==> src/rtl/gpl_pkg.sv <==
package gpl_pkg;
  localparam int unsigned DATA_W   = 32;
  localparam int unsigned TX_BIT   = 0;
  localparam int unsigned RX_BIT   = 1;
  localparam int unsigned DB_LSB   = 8;
  localparam int unsigned MODE_LSB = 10;

  localparam int unsigned OFS_LOCK  = 'h00;
  localparam int unsigned OFS_OWNER = 'h04;
  localparam int unsigned OFS_NMI   = 'h08;
  localparam int unsigned OFS_SWOWN = 'h0C;
  localparam int unsigned OFS_CFG   = 'h10;

  typedef enum logic [2:0] {
    SEL_NONE, SEL_LOCK, SEL_OWNER, SEL_NMI, SEL_SWOWN, SEL_CFG
  } sel_e;

  typedef struct packed {
    logic [2:0] mode;
    logic [1:0] dirbuf;
    logic       tx;
  } pad_cfg_t;
endpackage

==> src/rtl/gpl_decode.sv <==
module gpl_decode
  import gpl_pkg::*;
#(
  parameter int unsigned NUM_PADS = 24,
  parameter int unsigned ADDR_W   = 8,
  parameter int unsigned IDX_W    = 5
) (
  input  logic [ADDR_W-1:0] addr,
  output sel_e              sel,
  output logic [IDX_W-1:0]  idx
);
  localparam logic [ADDR_W-1:0] CFG_LO = ADDR_W'(OFS_CFG);
  localparam logic [ADDR_W-1:0] CFG_HI = ADDR_W'(OFS_CFG + 4 * NUM_PADS);

  logic [ADDR_W-1:0] cfg_off;
  assign cfg_off = addr - CFG_LO;

  always_comb begin
    sel = SEL_NONE;
    idx = '0;
    if (addr[1:0] == 2'b00) begin
      if (addr == ADDR_W'(OFS_LOCK))       sel = SEL_LOCK;
      else if (addr == ADDR_W'(OFS_OWNER)) sel = SEL_OWNER;
      else if (addr == ADDR_W'(OFS_NMI))   sel = SEL_NMI;
      else if (addr == ADDR_W'(OFS_SWOWN)) sel = SEL_SWOWN;
      else if (addr >= CFG_LO && addr < CFG_HI) begin
        sel = SEL_CFG;
        idx = IDX_W'(cfg_off >> 2);
      end
    end
  end
endmodule

==> src/rtl/gpl_mask_reg.sv <==
module gpl_mask_reg #(
  parameter int unsigned W = 24
) (
  input  logic         clk,
  input  logic         rst_n,
  input  logic         wr_en,
  input  logic [W-1:0] wdata,
  input  logic [W-1:0] keep,
  output logic [W-1:0] q
);
  always_ff @(posedge clk or negedge rst_n) begin
    if (!rst_n)     q <= '0;
    else if (wr_en) q <= (q & keep) | (wdata & ~keep);
  end


  keep_bits_hold_chk: assert property (@(posedge clk) disable iff (!rst_n)
    wr_en |=> ((q ^ $past(q)) & $past(keep)) == '0);


  open_bits_take_chk: assert property (@(posedge clk) disable iff (!rst_n)
    wr_en |=> ((q ^ $past(wdata)) & ~$past(keep)) == '0);
endmodule

==> src/rtl/gpl_pad_cell.sv <==
module gpl_pad_cell
  import gpl_pkg::*;
(
  input  logic     clk,
  input  logic     rst_n,
  input  logic     wr_en,
  input  pad_cfg_t wr_cfg,
  input  logic     prot,
  input  logic     pad_rx,
  output pad_cfg_t cfg_q,
  output logic     rx_q
);
  always_ff @(posedge clk or negedge rst_n) begin
    if (!rst_n) begin
      cfg_q <= '0;
      rx_q  <= 1'b0;
    end else begin
      rx_q <= pad_rx;
      if (wr_en) begin
        cfg_q.tx <= wr_cfg.tx;
        if (!prot) begin
          cfg_q.dirbuf <= wr_cfg.dirbuf;
          cfg_q.mode   <= wr_cfg.mode;
        end
      end
    end
  end


  locked_cfg_hold_chk: assert property (@(posedge clk) disable iff (!rst_n)
    (wr_en && prot) |=> (cfg_q.mode == $past(cfg_q.mode)) && (cfg_q.dirbuf == $past(cfg_q.dirbuf)));


  tx_always_wr_chk: assert property (@(posedge clk) disable iff (!rst_n)
    wr_en |=> cfg_q.tx == $past(wr_cfg.tx));


  open_cfg_take_chk: assert property (@(posedge clk) disable iff (!rst_n)
    (wr_en && !prot) |=> (cfg_q.mode == $past(wr_cfg.mode)) && (cfg_q.dirbuf == $past(wr_cfg.dirbuf)));
endmodule

==> src/rtl/gpio_lock_bank.sv <==
module gpio_lock_bank
  import gpl_pkg::*;
#(
  parameter int unsigned NUM_PADS = 24,
  parameter int unsigned ADDR_W   = 8
) (
  input  logic                  clk,
  input  logic                  rst_n,
  input  logic                  bus_en,
  input  logic                  bus_we,
  input  logic [ADDR_W-1:0]     bus_addr,
  input  logic [31:0]           bus_wdata,
  output logic [31:0]           bus_rdata,
  input  logic [NUM_PADS-1:0]   pad_rx_i,
  output logic [NUM_PADS-1:0]   pad_tx_o,
  output logic [2*NUM_PADS-1:0] pad_dirbuf_o,
  output logic [3*NUM_PADS-1:0] pad_mode_o,
  output logic [NUM_PADS-1:0]   nmi_en_o,
  output logic [NUM_PADS-1:0]   swown_o
);
  localparam int unsigned IDX_W = (NUM_PADS > 1) ? $clog2(NUM_PADS) : 1;

  sel_e               sel;
  logic [IDX_W-1:0]   idx;
  logic               wr, rd;
  logic [NUM_PADS-1:0] lock_q, owner_q, nmi_q, swown_q, prot, rx_arr;
  pad_cfg_t           cfg_arr [NUM_PADS];
  pad_cfg_t           wr_cfg;
  logic [DATA_W-1:0]  rd_mux;
  logic               unused_wbits;

  assign wr = bus_en & bus_we;
  assign rd = bus_en & ~bus_we;
  assign prot = lock_q & owner_q;
  assign unused_wbits = ^bus_wdata;
  assign wr_cfg = '{mode: bus_wdata[MODE_LSB +: 3], dirbuf: bus_wdata[DB_LSB +: 2], tx: bus_wdata[TX_BIT]};

  gpl_decode #(.NUM_PADS(NUM_PADS), .ADDR_W(ADDR_W), .IDX_W(IDX_W)) u_decode (
    .addr(bus_addr), .sel(sel), .idx(idx)
  );

  gpl_mask_reg #(.W(NUM_PADS)) u_lock (
    .clk(clk), .rst_n(rst_n), .wr_en(wr && sel == SEL_LOCK),
    .wdata(bus_wdata[NUM_PADS-1:0]), .keep('0), .q(lock_q)
  );
  gpl_mask_reg #(.W(NUM_PADS)) u_owner (
    .clk(clk), .rst_n(rst_n), .wr_en(wr && sel == SEL_OWNER),
    .wdata(bus_wdata[NUM_PADS-1:0]), .keep('0), .q(owner_q)
  );
  gpl_mask_reg #(.W(NUM_PADS)) u_nmi (
    .clk(clk), .rst_n(rst_n), .wr_en(wr && sel == SEL_NMI),
    .wdata(bus_wdata[NUM_PADS-1:0]), .keep(prot), .q(nmi_q)
  );
  gpl_mask_reg #(.W(NUM_PADS)) u_swown (
    .clk(clk), .rst_n(rst_n), .wr_en(wr && sel == SEL_SWOWN),
    .wdata(bus_wdata[NUM_PADS-1:0]), .keep(prot), .q(swown_q)
  );

  for (genvar g = 0; g < NUM_PADS; g++) begin : g_pad
    gpl_pad_cell u_cell (
      .clk(clk), .rst_n(rst_n),
      .wr_en(wr && sel == SEL_CFG && idx == IDX_W'(g)),
      .wr_cfg(wr_cfg), .prot(prot[g]), .pad_rx(pad_rx_i[g]),
      .cfg_q(cfg_arr[g]), .rx_q(rx_arr[g])
    );
    assign pad_tx_o[g]          = cfg_arr[g].tx;
    assign pad_dirbuf_o[2*g +: 2] = cfg_arr[g].dirbuf;
    assign pad_mode_o[3*g +: 3]   = cfg_arr[g].mode;
  end

  assign nmi_en_o = nmi_q;
  assign swown_o  = swown_q;

  always_comb begin
    rd_mux = '0;
    case (sel)
      SEL_LOCK:  rd_mux = DATA_W'(lock_q);
      SEL_OWNER: rd_mux = DATA_W'(owner_q);
      SEL_NMI:   rd_mux = DATA_W'(nmi_q);
      SEL_SWOWN: rd_mux = DATA_W'(swown_q);
      SEL_CFG: begin
        rd_mux[TX_BIT]          = cfg_arr[idx].tx;
        rd_mux[RX_BIT]          = rx_arr[idx];
        rd_mux[DB_LSB +: 2]     = cfg_arr[idx].dirbuf;
        rd_mux[MODE_LSB +: 3]   = cfg_arr[idx].mode;
      end
      default: rd_mux = '0;
    endcase
  end

  always_ff @(posedge clk or negedge rst_n) begin
    if (!rst_n)  bus_rdata <= '0;
    else if (rd) bus_rdata <= rd_mux;
  end


  lock_rsvd_zero_chk: assert property (@(posedge clk) disable iff (!rst_n)
    (rd && sel == SEL_LOCK) |=> (bus_rdata >> NUM_PADS) == '0);


  undef_read_zero_chk: assert property (@(posedge clk) disable iff (!rst_n)
    (rd && sel == SEL_NONE) |=> bus_rdata == '0);


  cfg_rsvd_zero_chk: assert property (@(posedge clk) disable iff (!rst_n)
    (rd && sel == SEL_CFG) |=> (bus_rdata & 32'hFFFF_E0FC) == '0);


  rdata_hold_chk: assert property (@(posedge clk) disable iff (!rst_n)
    !rd |=> $stable(bus_rdata));
endmodule

==> config.mk <==
export PLATFORM = sky130hd
export DESIGN_NAME = gpio_lock_bank
export DESIGN_NICKNAME = d
export VERILOG_FILES = /design/src/rtl/gpl_pkg.sv /design/src/rtl/gpl_decode.sv /design/src/rtl/gpl_mask_reg.sv /design/src/rtl/gpl_pad_cell.sv /design/src/rtl/gpio_lock_bank.sv
export SDC_FILE = /design/constraint.sdc
export NUM_CORES = 1
export LEC_CHECK = 0
export BUFFER_PORTS_ARGS = -buffer_cell sky130_fd_sc_hd__buf_4
export CAP_MARGIN = 5
export CORE_MARGIN = 2
export CORE_UTILIZATION = 40
export CTS_CLUSTER_DIAMETER = 30
export DETAILED_ROUTE_END_ITERATION = 16
export SYNTH_ARGS = -nofsm -noshare
export SYNTH_HDL_FRONTEND = slang
export SYNTH_SLANG_ARGS = --single-unit
==> constraint.sdc <==
create_clock -name clk -period 4.14 [get_ports clk]
set_input_delay 0.621 -clock clk [delete_from_list [all_inputs] [get_ports clk]]
set_output_delay 0.621 -clock clk [all_outputs]
set_load 0.05 [all_outputs]
Word-level counts from Yosys, hierarchy flattened
Cells that the tools add are included.
Storage, ports and cells
  logic and storage cells: 250
  bits of input ports: 68
  output and inout bits: 224
  flip-flop bits (word level): 296
Cells by class
  reductions and logical operators: 57
  add/subtract/negate cells: 1
  $lt $le $gt $ge: 4
  bitwise logic cells: 35
  mux-type cells: 21
  eq/ne operators: 31
Operator list (count)
  AND 24 bit: 4
  OR 24 bit: 2
  AND reduction 2 bit: 24
  one-hot mux 11 bit (4 select lines): 1
  equality test 5 x 4 -> 1 bit (second input constant): 8
  equality test 5 bit (second input constant): 8
  binary-select mux 6 bit (select 5 bit): 1
  logical AND 1 bit: 30
  2-to-1 mux 5 bit: 6
  inverter 1 bit: 25
  one-hot mux 5 bit (5 select lines): 1
  inverter 24 bit: 1
  one-hot mux 6 bit (4 select lines): 1
  equality test 5 x 3 -> 1 bit (second input constant): 4
  2-to-1 mux 3 bit: 6
  equality test 8 x 4 -> 1 bit (second input constant): 2
  2-to-1 mux 6 bit: 2
  equality test 5 x 2 -> 1 bit (second input constant): 2
  one-hot mux 2 bit (5 select lines): 1
  equality test 8 x 3 -> 1 bit (second input constant): 1
  >= comparator 8 x 5 -> 1 bit (second input constant): 1
  logical NOT 8 bit: 1
  < comparator 8 x 7 -> 1 bit (second input constant): 1
  subtractor 7 x 5 -> 7 bit (second input constant): 1
  12 further kinds: 15

Depth between registers and ports, before layout
Gate-level depths: netlist of run 1.
  depth after elaboration: 13
  depth in mapped cells: 11
  mapped depth without buffers: 8

By module
Synthesis of run 1 repeated with hierarchy kept, for this count alone.
Unflattened totals
  cell total of the unflattened synthesis: 1024
  area total of the unflattened synthesis: 15006.9 um^2
By module, submodules not included
  gpl_pad_cell: area each 256.5 um^2, sequential area each 175.2 um^2, cells each 14, times used 24
  gpl_mask_reg: area each 1268.7 um^2, sequential area each 600.6 um^2, cells each 74, times used 4
  gpio_lock_bank: area each 3557.2 um^2, sequential area each 600.6 um^2, cells each 364, times used 1
  gpl_decode: area each 219.0 um^2, sequential area each 0.0 um^2, cells each 28, times used 1

Worst setup path before layout of run 1
OpenSTA, ideal clock, no wires.
  kind: input port to flip-flop
  start point: in bus_addr[4]
  end point: reg g_pad[15].u_cell.cfg_q[3] (netlist name)
  arrival time: 2737 ps
  path slack: 1278 ps
  path buffers: 1
  cell stages on the path: 8
  required time: 4015 ps
  library setup time: 125 ps
  cells stage by stage: inv_1 -> ha_1 -> nor2b_1 -> buf_1 -> or4_4 -> nor3_4 -> nand3_4 -> mux2_4
Between the ends
  longest elaborated chain between the ends: 12
  elaborated cells between the ends (all ways): 25
  those cells by class: 1 x add/sub; 2 x order compare; 5 x eq/ne; 12 x mux; 5 x reduce/logical
Ends and longest elaborated chain
  from (decl): line gpio_lock_bank.sv:11  | input logic [ADDR_W-1:0] bus_addr,
  >= comparator 8 x 5 -> 1 bit or < comparator 8 x 7 -> 1 bit (tied branches): line gpl_decode.sv:26  | else if (addr >= CFG_LO && addr < CFG_HI) begin
  logical AND 1 bit: line gpl_decode.sv:26
  2-to-1 mux 3 bit: line gpl_decode.sv:26
  2-to-1 mux 3 bit: line gpl_decode.sv:25  | else if (addr == ADDR_W'(OFS_SWOWN)) sel = SEL_SWOWN;
  2-to-1 mux 3 bit: line gpl_decode.sv:24  | else if (addr == ADDR_W'(OFS_NMI)) sel = SEL_NMI;
  2-to-1 mux 3 bit: line gpl_decode.sv:23  | else if (addr == ADDR_W'(OFS_OWNER)) sel = SEL_OWNER;
  2-to-1 mux 3 bit: line gpl_decode.sv:22  | if (addr == ADDR_W'(OFS_LOCK)) sel = SEL_LOCK;
  2-to-1 mux 3 bit: line gpl_decode.sv:21  | if (addr[1:0] == 2'b00) begin
  equality test 3 bit: line gpio_lock_bank.sv:62  | .wr_en(wr && sel == SEL_CFG && idx == IDX_W'(g)),
  logical AND 1 bit: line gpio_lock_bank.sv:62
  logical AND 1 bit (*): line gpio_lock_bank.sv:62
  AND reduction 2 bit (no source line) (*)
  to (decl): line gpl_pad_cell.sv:10  | output pad_cfg_t cfg_q,
Every way passes the cells marked *; elsewhere a longest branch is shown, timed or not.
A chain may end at the register's enable or synchronous reset.

Worst setup path in the final report of run 1
  start point: in bus_addr[4]
  end point: reg g_pad[22].u_cell.cfg_q[2] (netlist name)
Between the ends
  longest elaborated chain between the ends: 12
  elaborated cells between the ends (all ways): 25
  those cells by class: 1 x add/sub; 2 x order compare; 5 x eq/ne; 12 x mux; 5 x reduce/logical
Ends and longest elaborated chain (line)
  >= comparator 8 x 5 -> 1 bit or < comparator 8 x 7 -> 1 bit (tied branches): gpl_decode.sv:26
  logical AND 1 bit: gpl_decode.sv:26
  2-to-1 mux 3 bit: gpl_decode.sv:26
  2-to-1 mux 3 bit: gpl_decode.sv:25
  2-to-1 mux 3 bit: gpl_decode.sv:24
  2-to-1 mux 3 bit: gpl_decode.sv:23
  2-to-1 mux 3 bit: gpl_decode.sv:22
  2-to-1 mux 3 bit: gpl_decode.sv:21
  equality test 3 bit: gpio_lock_bank.sv:62
  logical AND 1 bit: gpio_lock_bank.sv:62
  logical AND 1 bit (*): gpio_lock_bank.sv:62
  AND reduction 2 bit (no source line) (*)
  to (decl): gpl_pad_cell.sv:10
Marks and branches as above.

==> results of run 1 <==
-- cell usage in the layout (no fill, tap or decap), types with 17 or more instances in the layout --
cell type / synthesis / layout
a222oi_1: 21 / 21
o22ai_1: 26 / 26
nor2_1: 21 / 19
mux2_1: 17 / 17
a21oi_1: 32 / 32
nand2_1: 146 / 146
mux2_4: 25 / 25
clkbuf_16: 0 / 70
mux2_2: 217 / 217
nand3_1: 22 / 22
dfrtp_1: 288 / 288
buf_4: 9 / 315
a22o_1: 18 / 18
o21ai_0: 17 / 17
-- layer usage --
layer | vias to the layer above | global-route usage, %
li1 | 4700 | -
met4 | 0 | 10.8
met1 | 5550 | 36.8
met5 | - | 0
met3 | 83 | 7.82
met2 | 507 | 40.4
-- cells by family (layout without fill, tap and decap cells) --
logic type               after synthesis  count (layout)  share of synthesized area [%]
AO/OA/AOI/OAI                        186             186                           10.3
XOR/XNOR                               2               2                          0.130
adder cells (fa/ha/maj)                4               4                          0.371
buffers and inverters                 88             450                           2.83
flip-flops                           288             288                           53.4
multiplexers                         268             268                           23.0
other                                  1               8                         0.0278
AND/OR/NAND/NOR                      260             260                           9.90
-- through the flow --
stage	instances	power (uW)	setup WS, ns
CTS	1914	9000	0.923
global route	1914	9210	0.827
detailed placement	1790	3640	0.322
global placement	1790	3640	0.321
finish	1914	8940	0.729
floorplan	1104	3350	1.28
-- worst paths after layout --
| kind | startpoint | endpoint | slack [ns] |
|---|---|---|---|
| setup reg to reg | g_pad[1].u_cell.cfg_q[3] | bus_rdata[10] | 2.05 |
| max in group asynchronous | rst_n | g_pad[8].u_cell.cfg_q[2] | 3.04 |
| setup / recovery | bus_addr[4] | g_pad[22].u_cell.cfg_q[2] | 0.73 |
| hold / removal | rst_n | g_pad[13].u_cell.cfg_q[3] | 0.06 |
| min in group clk | pad_rx_i[13] | g_pad[13].u_cell.rx_q | 0.15 |
| hold reg to reg | bus_rdata[6] | bus_rdata[6] | 0.51 |
-- cell type report --
class | count | area share [%]
clock buffer | 87 | 10.2
clock inverter | 37 | 2.36
inverter | 7 | 0.142
multi-input combinational | 728 | 32.2
sequential | 288 | 38.9
tap | 448 | 3.03
timing repair buffer | 319 | 13.2
-- power by group through the flow --
stage | registers, uW | logic, uW | clock network [uW]
after floorplan | 3130 | 215 | 0
after global placement | 2990 | 646 | 0
after detailed placement | 2990 | 650 | 0
after CTS | 2950 | 654 | 5390
after global routing | 2960 | 690 | 5570
final | 2950 | 654 | 5340
==> flow_summary.toml, run 1 <==
[drt]
dr.pass1.iters = 7
drt_iter0_markers = 912
routed.top_layer = "met4"
wl_met2_mm = 21.1
drc = 0
route.met3.wl_mm = 4.25
drt-met1-wl_mm = 20.8
vias_per_cell = 5.66
ant_nets = 0
via_count = 10800
avgRoutedWirePerCell_um = 24.9
drt_wl_total_mm = 47.7

[logic_synthesis]
netlist_area_um2 = 13500
synth_area_leader_cell = "dfrtp_1"
synth_cell_type_count = 77
synth-seq-cells = 288
ys_seq_area_share_pct = 53.4
synth.most_common_cell = "dfrtp_1"
ys_top_cells_by_count = "288 x dfrtp_1, 217 x mux2_2, 146 x nand2_1"
synth.avg_cell_area_um2 = 12.3
synthesis.instances = 1097
synth.area.top_cells = "dfrtp_1 53%, mux2_2 18%, nand2_1 4.1%, mux2_4 2.8%, a222oi_1 1.6%"
yosysWarnings = 0
synthArstFlopShare_pct = 100
yosysTopAreaCellShare_pct = 53.4
synth_edf_count = 0
synth_ff_type = "dfrtp_1"

[place]
gp_congestion = 0.948
placed_area_um2 = 16200
dp.final_hpwl_mm = 33.2
portBuffers = 275

[sta]
hold_viol = 0
skew_ns = 0.0227
finalSetupViolCount = 0
drv_slew = 0
slew_headroom_pct = 34.5
timing.fmax_mhz = 293
fin_crit_sh_pct = 82.4
setup_tns_ns = 0
rsz0062_at_grt = "false"
hold-worst-slack_ns = 0.0583
worstMarginPinSlew_ns = 0.979
fin_crit_ns = 3.41

[global_route]
grt_max_degree = 104
grt_pass1_vias = 10900
antenna_found_initial = 1
grt_overflow = 0
grt_use_total_pct = 26.9
grt_pass1_wl_mm = 70.7

[power]
switching_share_pct = 25.0
p_comb_share_pct = 7.3
leakage_uw = 0.00924
seqPwrFrac_pct = 33.0
powerDensity_nw_per_um2 = 483
clkPwrFrac_pct = 59.7
p_int_uw = 6700
peakVddDrop_v = 0.000310
p_switching_uw = 2240

[clocking]
post-cts-setup-buffer-count = 0
clock_sinks = 288
cts_buffer_depth = 3
cts.reportedPaths.clkPinSlew_ns = 0.04
clk_latency_ns = 0.58
cts.htree.levels = 3
postCtsHoldBufs = 0
cts-root-buf = "clkbuf_16"
post_cts_resized = 0
cts_tree = "yes"
cts_inserted_buffers = 69

[run]
drv_cap = 0

[die]
die_y_um = 188
ios = 292
dieArea_um2 = 35200
coreArea_um2 = 33400
die-width_um = 188
num_rows = 67
initial_utilization_pct = 40.4

[worst_setup_path]
cp_top_family = "simple AND/OR/NAND/NOR gates"
worst-path-stages = 8
crit_path_max_incr_delay_ns = 0.78
r2r_cells = 6
worstSetupStartpointType = "primary input"
crit_slowest_cell = "nor2_1"
worstPathRequired_ns = 4.60
crit_buf_inv = 2
worstPathMaxFanout = 14
crit_path_end_kind = "flip-flop"
path_cells = "buf_4 -> inv_1 -> ha_1 -> o21ba_2 -> or3_1 -> nor2_1 -> nand3_1 -> mux2_2"
crit_type = "primary input to flip-flop"
arrival_ns = 3.87

[cells_and_area]
nets = 1485
final_core_util_pct = 55.5
n_fill_cell = 2943
postLayoutCellArea_um2 = 18500
areaGrowthSynthToFinish_pct = 37.3
diodes = 0
multi_input_area_um2 = 5960
register_area_um2 = 7210
drive_gt1_share_pct = 48.4

[worst_hold_path]
hold_path_class = "primary input to async pin"

[status]
outcome = "finished, final reports clean"
Power figures use the tool's default switching activity.
==> inputs of run 2 (changes only) <==
clock period = 2.87 ns   (was 4.14 ns; I/O delays follow)
==> flow_summary.toml, run 2 (same netlist as run 1, synthesis figures left out) <==
[place]
post-place-ws_ns = -0.122
dp.final_hpwl_mm = 34.5
placed_area_um2 = 16700
gp_congestion = 0.948
dp_cells = 1845
portBuffers = 275

[run]
drv_cap = 0

[worst_setup_path]
crit_type = "primary input to flip-flop"
crit_path_end_kind = "flip-flop"
worstSetupStartpointType = "primary input"
worstPathMaxFanout = 6
arrival_ns = 2.95
worstPathRequired_ns = 3.30

[drt]
drt_wl_total_mm = 48.7
vias_per_cell = 5.65
drc = 0
drt_iter0_markers = 929
ant_nets = 0
avgRoutedWirePerCell_um = 24.4
dr.pass1.iters = 7
via_count = 11300

[die]
die-width_um = 188
initial_utilization_pct = 40.4
dieArea_um2 = 35200
die_y_um = 188
num_rows = 67
ios = 292
coreArea_um2 = 33400

[clocking]
cts-root-buf = "clkbuf_16"
cts.reportedPaths.clkPinSlew_ns = 0.04
cts_inserted_buffers = 71
clk_latency_ns = 0.57
post-cts-setup-buffer-count = 0
cts_tree = "yes"
cts.htree.levels = 3
cts_buffer_depth = 3
clock_sinks = 288

[cells_and_area]
final_core_util_pct = 57.9
final_cell_mix = "364 x buf_4, 288 x dfrtp_1, 217 x mux2_2"
postLayoutCellArea_um2 = 19300
n_fill_cell = 2838
drive_gt1_share_pct = 49.4
fin_cells = 1996
final_common_cell = "buf_4"
areaGrowthSynthToFinish_pct = 43.3
nets = 1567

[power]
p_comb_share_pct = 7.7
switching_share_pct = 24.6
p_int_uw = 9920
p_switching_uw = 3230
leakage_uw = 0.00964
powerDensity_nw_per_um2 = 680
clkPwrFrac_pct = 59.8
seqPwrFrac_pct = 32.4
p_total_uw = 13100
peakVddDrop_v = 0.000410

[sta]
setup_ws_ns = 0.357
slew_headroom_pct = 27.8
hold_viol = 0
fin_crit_ns = 2.51
worstMarginPinSlew_ns = 1.07
drv_slew = 0
finalSetupViolCount = 0
fin_crit_sh_pct = 87.6
timing.fmax_mhz = 398
rsz0062_at_grt = "false"
skew_ns = 0.0203

[global_route]
grt_max_degree = 82
grt_pass1_vias = 11400
antenna_found_initial = 1
grt_overflow = 0
grt_use_total_pct = 27.4
grt_pass1_wl_mm = 72.4

[status]
outcome = "finished, final reports clean"

[worst_hold_path]
hold_path_class = "primary input to flip-flop"
-- run 2: layout make-up --
cell class | count | area [um2] | area share (%)
Tap cell | 448 | 561 | 2.90
Antenna cell | 1 | 2.50 | 0.0129
Sequential cell | 288 | 7210 | 37.3
Clock buffer | 98 | 2040 | 10.5
Inverter | 7 | 26.3 | 0.136
Multi-Input combinational cell | 728 | 5960 | 30.9
Clock inverter | 27 | 357 | 1.84
Timing Repair Buffer | 399 | 3180 | 16.4
-- run 2: final timing paths --
kind,start,endpoint,slack (ns),cells past startpoint
setup / recovery,bus_addr[5],g_pad[9].u_cell.cfg_q[5],0.36,10
hold / removal,bus_wdata[23],flip-flop,0.11,2
setup reg to reg,g_pad[1].u_cell.cfg_q[3],bus_rdata[10],0.70,7
hold reg to reg,bus_rdata[7],bus_rdata[7],0.50,1
max in group asynchronous,rst_n,u_owner.q[5],1.57,3
min in group asynchronous,rst_n,g_pad[23].u_cell.cfg_q[0],0.47,2
-- run 2: repair_timing --
item | 4_1_cts | 5_1_grt
resized for setup | 0 | 0
endpoints found under the hold margin | 99 | 0
hold buffers | 25 | 0
-- run 2: per-layer routing --
| layer | track usage, % | up-vias | wire length, um |
|---|---|---|---|
| met1 | 38.8 | 5712 | 21200 |
| met4 | 10.3 | 0 | 1620 |
| met5 | 0 | - | 0 |
| met3 | 6.51 | 103 | 4270 |
| li1 | - | 4883 | - |
| met2 | 41.1 | 587 | 21600 |
-- run 2: stage by stage --
stage          TNS, ns  hold WS (ns)
3_3_place_gp    -0.429         0.473
5_1_grt              0         0.116
6_report             0         0.111
3_5_place_dp     -2.61         0.477
4_1_cts              0        0.0940
2_1_floorplan        0         0.135
-- run 2: worst max-delay path, stage by stage --
cell      delay (ns)
buf_4           0.12
inv_1           0.09
ha_1            0.14
nor3b_2         0.28
o311ai_4        0.12
nor3_1          0.88
nor4_1          0.14
buf_4           0.19
nand2_1         0.19
mux2_2          0.37
-- run 2: power groups by stage --
stage               logic [uW]  clock network, uW  registers, uW
global placement           973                  0           4320
detailed placement         981                  0           4320
CTS                       1010               7950           4260
global route              1070               8200           4270
finish                    1010               7870           4260
floorplan                  311                  0           4520
